## config.mk

```make
export PLATFORM = sky130hd
export DESIGN_NAME = pdbl_ctrl
export DESIGN_NICKNAME = d
export VERILOG_FILES = /design/src/rtl/pdbl_pkg.sv /design/src/rtl/pdbl_mode_sync.sv /design/src/rtl/pdbl_cycle_reg.sv /design/src/rtl/pdbl_phase_drv.sv /design/src/rtl/pdbl_ctrl.sv
export SDC_FILE = /design/constraint.sdc
export NUM_CORES = 1
export LEC_CHECK = 0
export ABC_AREA = 1
export BUFFER_PORTS_ARGS = -buffer_cell sky130_fd_sc_hd__buf_4
export CORE_MARGIN = 5
export CORE_UTILIZATION = 36
export CTS_CLUSTER_SIZE = 14
export DETAILED_ROUTE_END_ITERATION = 6
export PLACE_DENSITY = 0.72
export SETUP_SLACK_MARGIN = 0.02
export SLEW_MARGIN = 40
export SYNTH_ARGS = -nofsm -noshare
export SYNTH_HDL_FRONTEND = slang
export SYNTH_SLANG_ARGS = --single-unit
```

## constraint.sdc

```tcl
create_clock -name clk -period 0.8 [get_ports clk]
set_clock_uncertainty 0.05 [all_clocks]
set_input_delay 0 -clock clk [delete_from_list [all_inputs] [get_ports clk]]
set_output_delay 0 -clock clk [all_outputs]
set_load 0.05 [all_outputs]
```

## src/rtl/pdbl_pkg.sv

```systemverilog
`timescale 1ns/1ps
package pdbl_pkg;

  typedef enum logic [1:0] {
    OP_IDLE  = 2'd0,
    OP_READ  = 2'd1,
    OP_WRITE = 2'd2
  } op_e;

  // Turn the request pins into an operation code.
  function automatic op_e f_decode(input logic valid, input logic we);
    if (!valid)  return OP_IDLE;
    else if (we) return OP_WRITE;
    else         return OP_READ;
  endfunction

  // Decide whether this cycle's recovery half discharges instead of precharging.
  function automatic logic f_disch(input logic tm, input op_e op,
                                   input logic rd_sel, input logic wr_sel);
    return tm && (((op == OP_READ) && rd_sel) || ((op == OP_WRITE) && wr_sel));
  endfunction

endpackage

```

## src/rtl/pdbl_mode_sync.sv

```systemverilog
`timescale 1ns/1ps
module pdbl_mode_sync #(
  parameter int STAGES = 2
) (
  input  logic clk,
  input  logic rst_n,
  input  logic async_in,
  output logic sync_out
);
  localparam int LAST = STAGES - 1;

  logic [LAST:0] chain;

  for (genvar s = 0; s < STAGES; s++) begin : g_stage
    if (s == 0) begin : g_first
      always_ff @(posedge clk or negedge rst_n) begin
        if (!rst_n) chain[0] <= 1'b0;
        else        chain[0] <= async_in;
      end
    end else begin : g_next
      always_ff @(posedge clk or negedge rst_n) begin
        if (!rst_n) chain[s] <= 1'b0;
        else        chain[s] <= chain[s-1];
      end
    end
  end

  assign sync_out = chain[LAST];
endmodule

```

## src/rtl/pdbl_cycle_reg.sv

```systemverilog
`timescale 1ns/1ps
module pdbl_cycle_reg
  import pdbl_pkg::*;
#(
  parameter int NCOL = 8
) (
  input  logic            clk,
  input  logic            rst_n,
  input  logic            acc_valid,
  input  logic            acc_we,
  input  logic [NCOL-1:0] acc_wdata,
  input  logic            rd_sel,
  input  logic            wr_sel,
  input  logic            tm_sync,
  output op_e             cyc_op,
  output logic [NCOL-1:0] cyc_wdata,
  output logic            cyc_disch
);
  op_e             op_q;
  logic [NCOL-1:0] data_q;
  logic            rd_sel_q;
  logic            wr_sel_q;

  // Everything that shapes a cycle is captured at its starting edge.
  always_ff @(posedge clk or negedge rst_n) begin
    if (!rst_n) begin
      op_q     <= OP_IDLE;
      data_q   <= '0;
      rd_sel_q <= 1'b0;
      wr_sel_q <= 1'b0;
    end else begin
      op_q     <= f_decode(acc_valid, acc_we);
      data_q   <= acc_wdata;
      rd_sel_q <= rd_sel;
      wr_sel_q <= wr_sel;
    end
  end

  assign cyc_op    = op_q;
  assign cyc_wdata = data_q;
  // tm_sync is itself a flop output and changes only at a rising edge.
  assign cyc_disch = f_disch(tm_sync, op_q, rd_sel_q, wr_sel_q);
endmodule

```

## src/rtl/pdbl_phase_drv.sv

```systemverilog
`timescale 1ns/1ps
module pdbl_phase_drv
  import pdbl_pkg::*;
#(
  parameter int NCOL = 8
) (
  input  logic            clk,
  input  op_e             cyc_op,
  input  logic            cyc_disch,
  input  logic [NCOL-1:0] cyc_wdata,
  output logic            ph_acc,
  output logic            ph_rec,
  output logic            pre_en,
  output logic            wd_en,
  output logic [NCOL-1:0] wd_bl,
  output logic [NCOL-1:0] wd_blb
);
  logic wr_phase;
  logic dis_phase;

  assign ph_acc    = clk;
  assign ph_rec    = ~clk;
  assign wr_phase  = ph_acc && (cyc_op == OP_WRITE);
  assign dis_phase = ph_rec && cyc_disch;
  assign wd_en     = wr_phase || dis_phase;
  assign pre_en    = !cyc_disch && (ph_rec || (cyc_op == OP_IDLE));

  // A discharge leaves both rails at zero, so only write data reaches them.
  for (genvar c = 0; c < NCOL; c++) begin : g_col
    assign wd_bl[c]  = wr_phase &  cyc_wdata[c];
    assign wd_blb[c] = wr_phase & ~cyc_wdata[c];
  end
endmodule

```

## src/rtl/pdbl_ctrl.sv

```systemverilog
`timescale 1ns/1ps
module pdbl_ctrl
  import pdbl_pkg::*;
#(
  parameter int NCOL        = 8,
  parameter int SYNC_STAGES = 2
) (
  input  logic            clk,
  input  logic            rst_n,
  input  logic            test_mode_in,
  input  logic            rd_disch_sel,
  input  logic            wr_disch_sel,
  input  logic            acc_valid,
  input  logic            acc_we,
  input  logic [NCOL-1:0] acc_wdata,
  output logic            ph_acc,
  output logic            ph_rec,
  output logic            pre_en,
  output logic            wd_en,
  output logic [NCOL-1:0] wd_bl,
  output logic [NCOL-1:0] wd_blb
);
  // Internal events brought out by name for the checker.
  logic            tm_sync;
  op_e             cyc_op;
  logic [NCOL-1:0] cyc_wdata;
  logic            cyc_disch;

  pdbl_mode_sync #(.STAGES(SYNC_STAGES)) u_sync (
    .clk      (clk),
    .rst_n    (rst_n),
    .async_in (test_mode_in),
    .sync_out (tm_sync)
  );

  pdbl_cycle_reg #(.NCOL(NCOL)) u_cyc (
    .clk       (clk),
    .rst_n     (rst_n),
    .acc_valid (acc_valid),
    .acc_we    (acc_we),
    .acc_wdata (acc_wdata),
    .rd_sel    (rd_disch_sel),
    .wr_sel    (wr_disch_sel),
    .tm_sync   (tm_sync),
    .cyc_op    (cyc_op),
    .cyc_wdata (cyc_wdata),
    .cyc_disch (cyc_disch)
  );

  pdbl_phase_drv #(.NCOL(NCOL)) u_drv (
    .clk       (clk),
    .cyc_op    (cyc_op),
    .cyc_disch (cyc_disch),
    .cyc_wdata (cyc_wdata),
    .ph_acc    (ph_acc),
    .ph_rec    (ph_rec),
    .pre_en    (pre_en),
    .wd_en     (wd_en),
    .wd_bl     (wd_bl),
    .wd_blb    (wd_blb)
  );
endmodule

```

==> run_results.csv, run 1 <==
group,metric,value,unit
outcome,status,"stopped before the end",
outcome,stop_stage,"4_1_cts",
outcome,firstError,"[ERROR DPL-0033] detailed placement checks failed during check placement.",
synth,ys_seq_elements,14,
synth,ys_seq_area_share,62.2,%
placement,place.gp.congestion,0.606,
die,fp.dieH,49.5,um
synth,yosysWarnings,0,
clock_network,postCtsSetupBuffers,4,
clock_network,ctsHoldBuffers,14,
die,ios,35,
placement,dpl.hpwl,961,um
die,rows,14,
die,die_w,49.5,um
synth,synthDistinctLibCells,12,
synth,synth_nets,70,
synth,syn_avg_cell_area,10.2,um2
synth,netlist_instances,55,
clock_network,ctsResizeCount,50,
die,initial_core_util,37.8,%
placement,portBuffers,34,
synth,netlist_area,563,um2
==> stage by stage <==
stage	utilization [%]	std cells	area (um2)	setup slack, ns	TNS [ns]
3_3_place_gp	63.0	105	938	-0.382	-6.61
3_5_place_dp	63.0	105	938	-0.404	-7.00
2_1_floorplan	-	55	676	-0.293	-5.01
==> cells in the mapped netlist <==
library cell / count / area, um2
nand2_1: 3 / 11.3
inv_1: 12 / 45.0
nand3_1: 3 / 15.0
nand3_4: 1 / 17.5
inv_2: 1 / 3.75
a21oi_1: 2 / 10.0
nor2_1: 8 / 30.0
buf_6: 1 / 11.3
buf_4: 1 / 7.51
dfrtp_1: 14 / 350
nor2_2: 8 / 50.1
nor2_4: 1 / 11.3
==> kinds of logic after synthesis <==
family | Yosys count | share of synthesized area [%]
AND/OR/NAND/NOR | 24 | 24.0
buffers and inverters | 15 | 12.0
flip-flops | 14 | 62.2
AO/OA/AOI/OAI | 2 | 1.78
==> inputs of run 2 (changes only) <==
- CORE_AREA: unset -> 5 5 66 68
- CORE_MARGIN: 5 -> unset
- CORE_UTILIZATION: 36 -> unset
- CTS_CLUSTER_SIZE: 14 -> unset
- DIE_AREA: unset -> 0 0 71 73
- PLACE_DENSITY: 0.72 -> unset
- PLACE_DENSITY_LB_ADDON: unset -> 0.15
- SETUP_SLACK_MARGIN: 0.02 -> unset
- clock period: 0.8 -> 1 ns (I/O delays scaled with it)
==> run 2 against run 1 <==
The flow now finishes, with violations (negative setup slack). Synthesized cell count stayed put. Synthesized area unchanged.
==> run_results.csv, run 2 <==
group,metric,value,unit
final_layout,fin_util,42.3,%
synth,synthAdderAreaFrac,0,%
sta,finalCriticalPeriod,1.33,ns
setup_path,crit_fanout,2,
synth,netlist_instances,55,
synth,synth-xor-area-share,0,%
placement,dpl_worst_slack,-0.162,ns
routing,wl,1.92,mm
synth,yosysWarnings,0,
synth,synthSimpleGateAreaFrac,24.0,%
sta,fin_ws,-0.333,ns
sta,maxSlewHeadroom,87.4,%
setup_path,crit_end,"pre_en",
die,core,0.00380,mm2
placement,placed_cell_area,973,um2
placement,dpl.hpwl,1.05,mm
sta,worst_pin_slew,0.190,ns
global_route,grt_max_degree,15,
synth,syn_avg_cell_area,10.2,um2
setup_path,critical_path_depth,7,
setup_path,cp_top_family,"buffers and inverters",
routing,first_iter_violations,15,
setup_path,cp-end-kind,"primary output",
flow_run,maxCapViolations,0,
final_layout,multi_input_area,298,um2
routing,viasPerCell,3.65,
synth,synth_top_family_by_area,"simple AND/OR/NAND/NOR gates",
outcome,violations,"negative setup slack",
synth,yosysMostFrequentCell,"dfrtp_1",
synth,synth_compound_area_share,1.78,%
die,fp.dieH,73,um
final_layout,synthToLayoutAreaGrowth,185,%
synth,synth_edf_count,0,
clock_network,path_clk_slew,0.08,ns
die,die_w,71,um
synth,synth_flop_cell,"dfrtp_1",
routing,avgRoutedWirePerCell,11.0,um
setup_path,setup.worst_path.start,"u_cyc.cyc_op[0]",
routing,num_vias,638,
outcome,status,"finished with violations",
final_layout,regArea,352,um2
sta,setup_violations,39,
final_layout,final_cell_mix,"buf_4 (20), nor2_4 (16), buf_6 (16)",
sta,hold_viol_final,0,
final_layout,antennaDiodeCount,0,
synth,synth_nets,70,
clock_network,cts_tree,"done",
synth,netlist_top_cells_count,"dfrtp_1 (14), inv_1 (12), nor2_1 (8), nor2_2 (8)",
power,powerDensity,2720,mW/mm2
final_layout,finalNetCount,139,
setup_path,critPathMostFrequentCell,"buf_6",
final_layout,fillers,379,
synth,yosysTopAreaCell,"dfrtp_1",
sta,whs,0.0232,ns
synth,synthDistinctLibCells,12,
setup_path,worstRegToRegCells,0,
setup_path,timing.rr.end,"u_sync.sync_out",
final_layout,final_common_cell,"buf_4",
placement,portBuffers,34,
global_route,overflow,0,
synth,synth-async-reset-ratio,100,%
global_route,grt_pass1_wl,3.21,mm
setup_path,rr_startpoint,"u_sync.chain[0]",
power,leakagePower,0.717,nW
synth,ys_seq_area_share,62.2,%
final_layout,stdcell_area,0.00161,mm2
setup_path,crit_path_top_delay_cell,"dfrtp_1",
routing,route.detailed.drc,0,
setup_path,cp-start-kind,"register",
sta,setup_tns,-5.66,ns
final_layout,largest_register_ffs,8,
die,dieArea,0.00518,mm2
setup_path,cp.arrival,1.28,ns
global_route,antenna_found_initial,0,
global_route,grt_pass1_vias,976,
synth,yosysTopAreaCellShare,62.2,%
die,ios,35,
sta,drv_slew,0,
die,initial_core_util,14.8,%
hold_path,hp-class,"in -> async",
placement,place.gp.congestion,0.656,
setup_path,rrSetupSlack,0.48,ns
final_layout,drive_gt1_share,75.2,%
synth,ys_seq_elements,14,
setup_path,required,0.95,ns
setup_path,cp.buffers_inverters,4,
sta,fmaxAchievable,750,MHz
routing,ant_nets,0,
global_route,grt_usage,9.00,%
routing,dr.pass1.iters,3,
power,ir_worst_vdd,2.04,mV
die,rows,23,
setup_path,critPathKind,"reg -> out",
setup_path,critical_path.max_stage_delay,0.36,ns
clock_network,insertion_delay,0.31,ns
synth,netlist_area,563,um2
sta,final.period_utilization,133,%
setup_path,cp_cell_sequence,"inv_2, buf_6, nand3_4, nand2_4, buf_6, a21oi_4, buf_8",
synth,synth_top_cells_by_area,"dfrtp_1 (62%), nor2_2 (8.9%), inv_1 (8.0%)",
sta,rsz0062_at_grt,"yes",
synth,synthMuxAreaShare,0,%
[run 2: cell counts after synthesis]
No cell type changed its count.
[run 2: routing by layer]
metal  GRT usage [%]  routed length, um
met5               0                  0
met4            19.6                116
met3            10.5                264
met2            8.55               1030
met1            4.96                510
[run 2: report_power, final]
| part | switching (mW) | internal, mW | leakage, nW |
|---|---|---|---|
| sequential | 0.0327 | 0.597 | 0.164 |
| combinational | 0.0593 | 0.0959 | 0.220 |
| clock | 1.64 | 1.94 | 0.333 |
[run 2: kinds of logic (layout without fill, tap and decap cells)]
kind of cell,Yosys count,in the layout
buf+inv,15,85
simple gates,24,24
compound gates,2,2
flops,14,14
[run 2: final cells by class]
cell class	count	share of cell area (%)
well taps	50	3.90
repair buffers	33	18.1
multi-input cells	26	18.6
flip-flops and latches	14	21.9
clock buffers	34	29.7
clock inverters	6	5.07
inverters	12	2.81
[run 2: worst min path at each step]
stage / from / endpoint / slack [ns] / cells after the start
final: rst_n / u_sync.chain[0] / 0.02 / 2
after global routing: rst_n / u_cyc.cyc_wdata[2] / 0.06 / 2
after CTS: rst_n / u_cyc.cyc_wdata[5] / 0.002 / 2
after detailed placement: rst_n / u_cyc.wr_sel_q / -0.18 / 1
after global placement: rst_n / u_cyc.wr_sel_q / -0.18 / 1
after floorplan: rst_n / u_cyc.cyc_op[0] / -0.35 / 0
[run 2: repair_timing]
| action | in CTS | in global routing |
|---|---|---|
| hold buffers | 14 | 0 |
| gates resized for setup | 49 | 10 |
| endpoints found under the setup margin | 40 | 39 |
| hold endpoints to repair | 27 | 0 |
| buffers inserted | 6 | 1 |
| cloned | 2 | 0 |
| pin swaps | 4 | 2 |
[run 2: per-stage QoR]
stage,power (mW),instances
6_report,4.36,175
5_1_grt,4.58,175
4_1_cts,4.26,174
3_5_place_dp,1.97,140
3_3_place_gp,1.97,140
2_1_floorplan,1.71,55
Power figures use the tool's default switching activity.
==> inputs of run 3 (changes only) <==
- PLACE_DENSITY_LB_ADDON: 0.15 -> unset
==> run 3 against run 2 <==
The run still ends with negative setup slack left. Global-route usage decreased by 0.89 points. Critical endpoint is now wd_blb[5]. Largest cell class unchanged. Via count decreased by 1.7%. Sequential power about the same.
==> run_results.csv, run 3 (synthesis gave the netlist of run 2 again) <==
group,metric,value,unit
final_layout,finalNetCount,137,
die,dieArea,0.00518,mm2
flow_run,maxCapViolations,0,
routing,dr.pass1.iters,3,
sta,worst_pin_slew,0.188,ns
setup_path,cp_top_family,"buffers and inverters",
global_route,met1_usage,4.96,%
sta,fmaxAchievable,711,MHz
placement,portBuffers,34,
final_layout,final_common_cell,"buf_4",
die,core,0.00380,mm2
global_route,met2_usage,9.89,%
final_layout,drive_gt1_share,74.0,%
setup_path,cp_cell_sequence,"inv_2, nand3_4, clkbuf_16, nor2_4, buf_6",
clock_network,insertion_delay,0.23,ns
routing,num_vias,627,
setup_path,cp-end-kind,"primary output",
sta,setup_tns,-6.59,ns
routing,route.detailed.drc,0,
die,fp.dieH,73,um
routing,ant_nets,0,
outcome,status,"finished with violations",
global_route,grt_pass1_wl,3.10,mm
setup_path,critical_path.max_stage_delay,0.41,ns
final_layout,fillers,364,
global_route,grt_max_degree,12,
final_layout,fin_util,42.4,%
setup_path,cp-start-kind,"register",
setup_path,crit_fanout,8,
final_layout,synthToLayoutAreaGrowth,186,%
die,rows,23,
sta,setup_violations,35,
sta,hold_viol_final,0,
global_route,antenna_found_initial,0,
power,powerDensity,2650,mW/mm2
sta,final.period_utilization,141,%
setup_path,critPathKind,"reg -> out",
die,initial_core_util,14.8,%
final_layout,final_cell_mix,"buf_4 (18), nor2_4 (16), dlygate4sd3_1 (14)",
global_route,grt_pass1_vias,926,
outcome,violations,"negative setup slack",
die,ios,35,
clock_network,cts_tree,"done",
hold_path,hp-class,"in -> async",
routing,wl,1.86,mm
sta,finalCriticalPeriod,1.41,ns
final_layout,largest_register_ffs,8,
routing,avgRoutedWirePerCell,10.8,um
power,power,4.26,mW
die,die_w,71,um
power,ir_worst_vdd,2.05,mV
sta,drv_slew,0,
routing,viasPerCell,3.62,
sta,rsz0062_at_grt,"yes",
power,leakagePower,0.710,nW
placement,place.gp.congestion,0.711,
global_route,gr-max-usage-layer,"met4",
placement,dpl_worst_slack,-0.187,ns
setup_path,required,0.95,ns
routing,first_iter_violations,17,
sta,fin_ws,-0.407,ns
sta,maxSlewHeadroom,87.5,%
setup_path,crit_path_top_delay_cell,"dfrtp_1",
global_route,grt_usage,8.11,%
clock_network,path_clk_slew,0.09,ns
setup_path,cp.buffers_inverters,3,
setup_path,cp.arrival,1.36,ns
global_route,overflow,0,
final_layout,antennaDiodeCount,0,
global_route,grt_util_met3,8.54,%
-- run 3: cell count changes in the layout (fill, tap and decap cells not counted), sizes merged --
cell | previous run | this run
buf | 46 | 42
clkbuf | 7 | 8
clkinv | 0 | 1
clkinvlp | 3 | 4
dlymetal6s4s | 0 | 1
inv | 14 | 12
-- run 3: cell type report --
cell class,count,area (um2),area share (%)
clock buffers,32,459,28.5
flip-flops and latches,14,352,21.9
multi-input cells,26,305,19.0
repair buffers,33,295,18.4
clock inverters,6,90.1,5.60
well taps,50,62.6,3.89
inverters,12,45.0,2.80
-- run 3: stage by stage --
| step | hold WS [ns] | area, um2 | std cells |
|---|---|---|---|
| after floorplan | -0.346 | 656 | 55 |
| after global placement | -0.195 | 966 | 139 |
| after detailed placement | -0.191 | 966 | 139 |
| after CTS | 0.00190 | 1590 | 173 |
| after global routing | 0.0512 | 1610 | 173 |
| final | 0.0333 | 1610 | 173 |
-- run 3: worst paths after layout --
kind / start / end / slack, ns / cells past startpoint
worst max register to register: u_sync.chain[0] / u_sync.sync_out / 0.48 / 0
min in group clk: wr_disch_sel / u_cyc.wr_sel_q / 0.30 / 2
max in group asynchronous: rst_n / u_cyc.cyc_wdata[0] / 0.42 / 3
worst min register to register: u_sync.chain[0] / u_sync.sync_out / 0.31 / 0
worst min-delay path: rst_n / u_cyc.wr_sel_q / 0.03 / 2
worst max-delay path: u_cyc.cyc_op[0] / wd_blb[5] / -0.41 / 5
-- run 3: repair_timing --
| action | CTS | global route |
|---|---|---|
| hold endpoints to repair | 27 | 0 |
| hold buffers | 15 | 0 |
| gates resized for setup | 56 | 9 |
| setup endpoints to repair | 40 | 39 |
| buffers inserted | 5 | 1 |
| gates cloned | 1 | 0 |
| pin swaps | 6 | 2 |
-- run 3: per-layer routing --
layer | up-vias | routed length, um
met4 | 0 | 72
met3 | 11 | 219
li1 | 291 | -
met2 | 36 | 1030
met5 | - | 0
met1 | 289 | 539
-- run 3: power breakdown --
part           switching [mW]  total, mW  internal, mW
combinational          0.0611      0.156        0.0950
sequential             0.0325      0.629         0.597
clock                    1.61       3.47          1.86
total                    1.71       4.26          2.55
==> inputs of run 4 (changes only) <==
- SYNTH_HIERARCHICAL: unset -> 1
==> run 4 against run 3 <==
Count of clock-buffer cells in the layout rose by 2. The run still ends with negative setup slack left. Die area is the same. Sequential share of layout area grew 0.12 points. Core utilization fell by 0.23 points. Sequential power fell by 0.8%. Global-route usage barely moved. Fmax grew 5.4%. Setup slack improved by 0.072 ns. Synthesized area grew 3.8%. Via count grew 2.7%. Critical path type unchanged. Critical path depth stayed put. Total power is 4.5% higher.
==> run_results.csv, run 4 <==
group,metric,value,unit
outcome,status,"finished with violations",
outcome,violations,"negative setup slack",
synth,yosysWarnings,6,
setup_path,required,0.95,ns
synth,netlist_top_cells_count,"inv_1 (16), dfrtp_1 (14), nor2_1 (10), nand2_1 (9), nor2_2 (8)",
routing,viasPerCell,3.60,
sta,hold_viol_final,0,
die,ios,35,
synth,synth_top_cells_by_area,"dfrtp_1 (60%), inv_1 (10%), nor2_2 (8.6%)",
setup_path,cp-start-kind,"register",
setup_path,cp-end-kind,"primary output",
synth,synth_flop_cell,"dfrtp_1",
die,dieArea,0.00518,mm2
power,swShare,38.9,%
final_layout,drive_gt1_share,68.2,%
die,core,0.00380,mm2
routing,avgRoutedWirePerCell,10.2,um
synth,yosysTopAreaCell,"dfrtp_1",
routing,ant_nets,0,
sta,setup_violations,37,
sta,final.period_utilization,133,%
synth,synth_edf_count,0,
routing,first_iter_violations,17,
clock_network,path_clk_slew,0.08,ns
power,pwr-share-seq,14.0,%
power,leakagePower,0.743,nW
final_layout,fillers,380,
placement,dpl.hpwl,1.16,mm
die,rows,23,
synth,synth_nets,77,
sta,setup_tns,-5.72,ns
final_layout,finalNetCount,143,
die,die_w,71,um
global_route,grt_pass1_wl,2.96,mm
final_layout,antennaDiodeCount,0,
synth,ys_seq_elements,14,
sta,fmaxAchievable,749,MHz
synth,ys_seq_area_share,60.0,%
routing,wl,1.82,mm
power,clkPwrFrac,82.7,%
global_route,overflow,0,
setup_path,critPathKind,"reg -> out",
synth,synthDistinctLibCells,10,
setup_path,timing.rr.end,"u_sync/sync_out",
flow_run,maxCapViolations,0,
die,initial_core_util,15.4,%
routing,route.detailed.drc,0,
global_route,antenna_found_initial,0,
synth,yosysMostFrequentCell,"inv_1",
sta,drv_slew,0,
power,power_frac_comb,3.2,%
power,ir_worst_vdd,1.63,mV
hold_path,hp-class,"in -> async",
placement,portBuffers,34,
placement,place.gp.congestion,0.644,
routing,dr.pass1.iters,4,
synth,yosysTopAreaCellShare,60.0,%
sta,worst_pin_slew,0.214,ns
global_route,grt_max_degree,12,
final_layout,synthToLayoutAreaGrowth,174,%
global_route,grt_pass1_vias,880,
setup_path,worstRegToRegCells,0,
power,internal_power,2.72,mW
sta,finalCriticalPeriod,1.33,ns
power,powerDensity,2780,mW/mm2
clock_network,cts_tree,"done",
setup_path,rr_startpoint,"u_sync/chain[0]",
global_route,grt_usage,8.14,%
final_layout,final_cell_mix,"buf_4 (17), nor2_4 (16), dlygate4sd3_1 (15)",
setup_path,rrSetupSlack,0.49,ns
power,p_switching,1.73,mW
synth,netlist_instances,62,
routing,num_vias,644,
synth,syn_avg_cell_area,9.42,um2
sta,rsz0062_at_grt,"yes",
setup_path,crit_fanout,4,
setup_path,cp.arrival,1.28,ns
die,fp.dieH,73,um
final_layout,largest_register_ffs,8,
synth,synth-async-reset-ratio,100,%
final_layout,final_common_cell,"buf_4",
synth,netlist_area,584,um2
sta,maxSlewHeadroom,85.7,%
sta,fin_ws,-0.334,ns
clock_network,insertion_delay,0.23,ns
power,power,4.45,mW
## run 4: cells by family (layout without fill, tap and decap cells)
logic type / after synthesis / after routing / share of synthesized area (%)
DFF: 14 / 14 / 60.0
and+or+nand+nor: 29 / 29 / 25.7
AOI/OAI and AO/OA: 1 / 1 / 0.856
buffers and inverters: 18 / 85 / 13.5
## run 4: routing by layer
layer	GRT usage (%)	up-vias	wire length [um]	part of all wire [%]
met1	4.45	270	516	28
met3	9.64	25	219	12
met2	8.86	41	901	49
met5	0	-	0	0
met4	15.2	0	184	10
li1	-	308	-	-
## run 4: repair_timing
action,CTS,global route
cloned,2,0
endpoints found under the setup margin,42,41
buffers inserted,4,2
hold buffers,15,0
gates resized for setup,41,15
pin swaps,4,1
hold endpoints to repair,27,0
## run 4: through the flow
step	utilization (%)	instance area [um2]	cells	hold WS (ns)	worst slack [ns]
3_5_place_dp	25.3	960	144	-0.191	-0.160
3_3_place_gp	25.3	960	144	-0.196	-0.150
2_1_floorplan	-	669	62	-0.346	-0.0833
6_report	42.1	1600	179	0.0670	-0.334
5_1_grt	42.1	1600	179	0.0805	-0.376
4_1_cts	40.4	1530	177	0.0351	-0.363
## run 4: how the worst max path moves through the flow
stage,from,endpoint,slack [ns],depth (start not counted)
floorplan,u_cyc/cyc_op[0],wd_bl[1],-0.08,4
global placement,u_cyc/cyc_op[0],wd_bl[0],-0.15,4
detailed placement,u_cyc/cyc_op[0],wd_bl[0],-0.16,4
CTS,u_cyc/cyc_op[0],wd_blb[3],-0.36,5
global route,u_cyc/cyc_op[1],wd_blb[5],-0.38,5
finish,u_cyc/cyc_op[1],wd_blb[5],-0.33,5
## run 4: final cells by class
cell class / instances / area, um2 / area share [%]
inverter: 14 / 52.6 / 3.28
clock inverter: 6 / 80.1 / 5.00
multi-input combinational: 30 / 269 / 16.8
sequential: 14 / 352 / 22.0
tap: 50 / 62.6 / 3.91
timing repair buffer: 31 / 283 / 17.7
clock buffer: 34 / 502 / 31.4
## run 4: critical path, stage by stage, from the launching register on
cell	delay, ns
dfrtp_2	0.40
buf_12	0.11
nand3_4	0.11
clkbuf_16	0.20
nor2_4	0.10
buf_6	0.16
## run 4: power groups by stage
stage                     registers [mW]  logic, mW  clock network (mW)
after detailed placement           0.627     0.0795                1.25
after global routing               0.629      0.159                3.87
after global placement             0.627     0.0763                1.25
final                              0.624      0.144                3.69
after CTS                          0.622      0.132                3.62
after floorplan                    0.625     0.0231                1.07
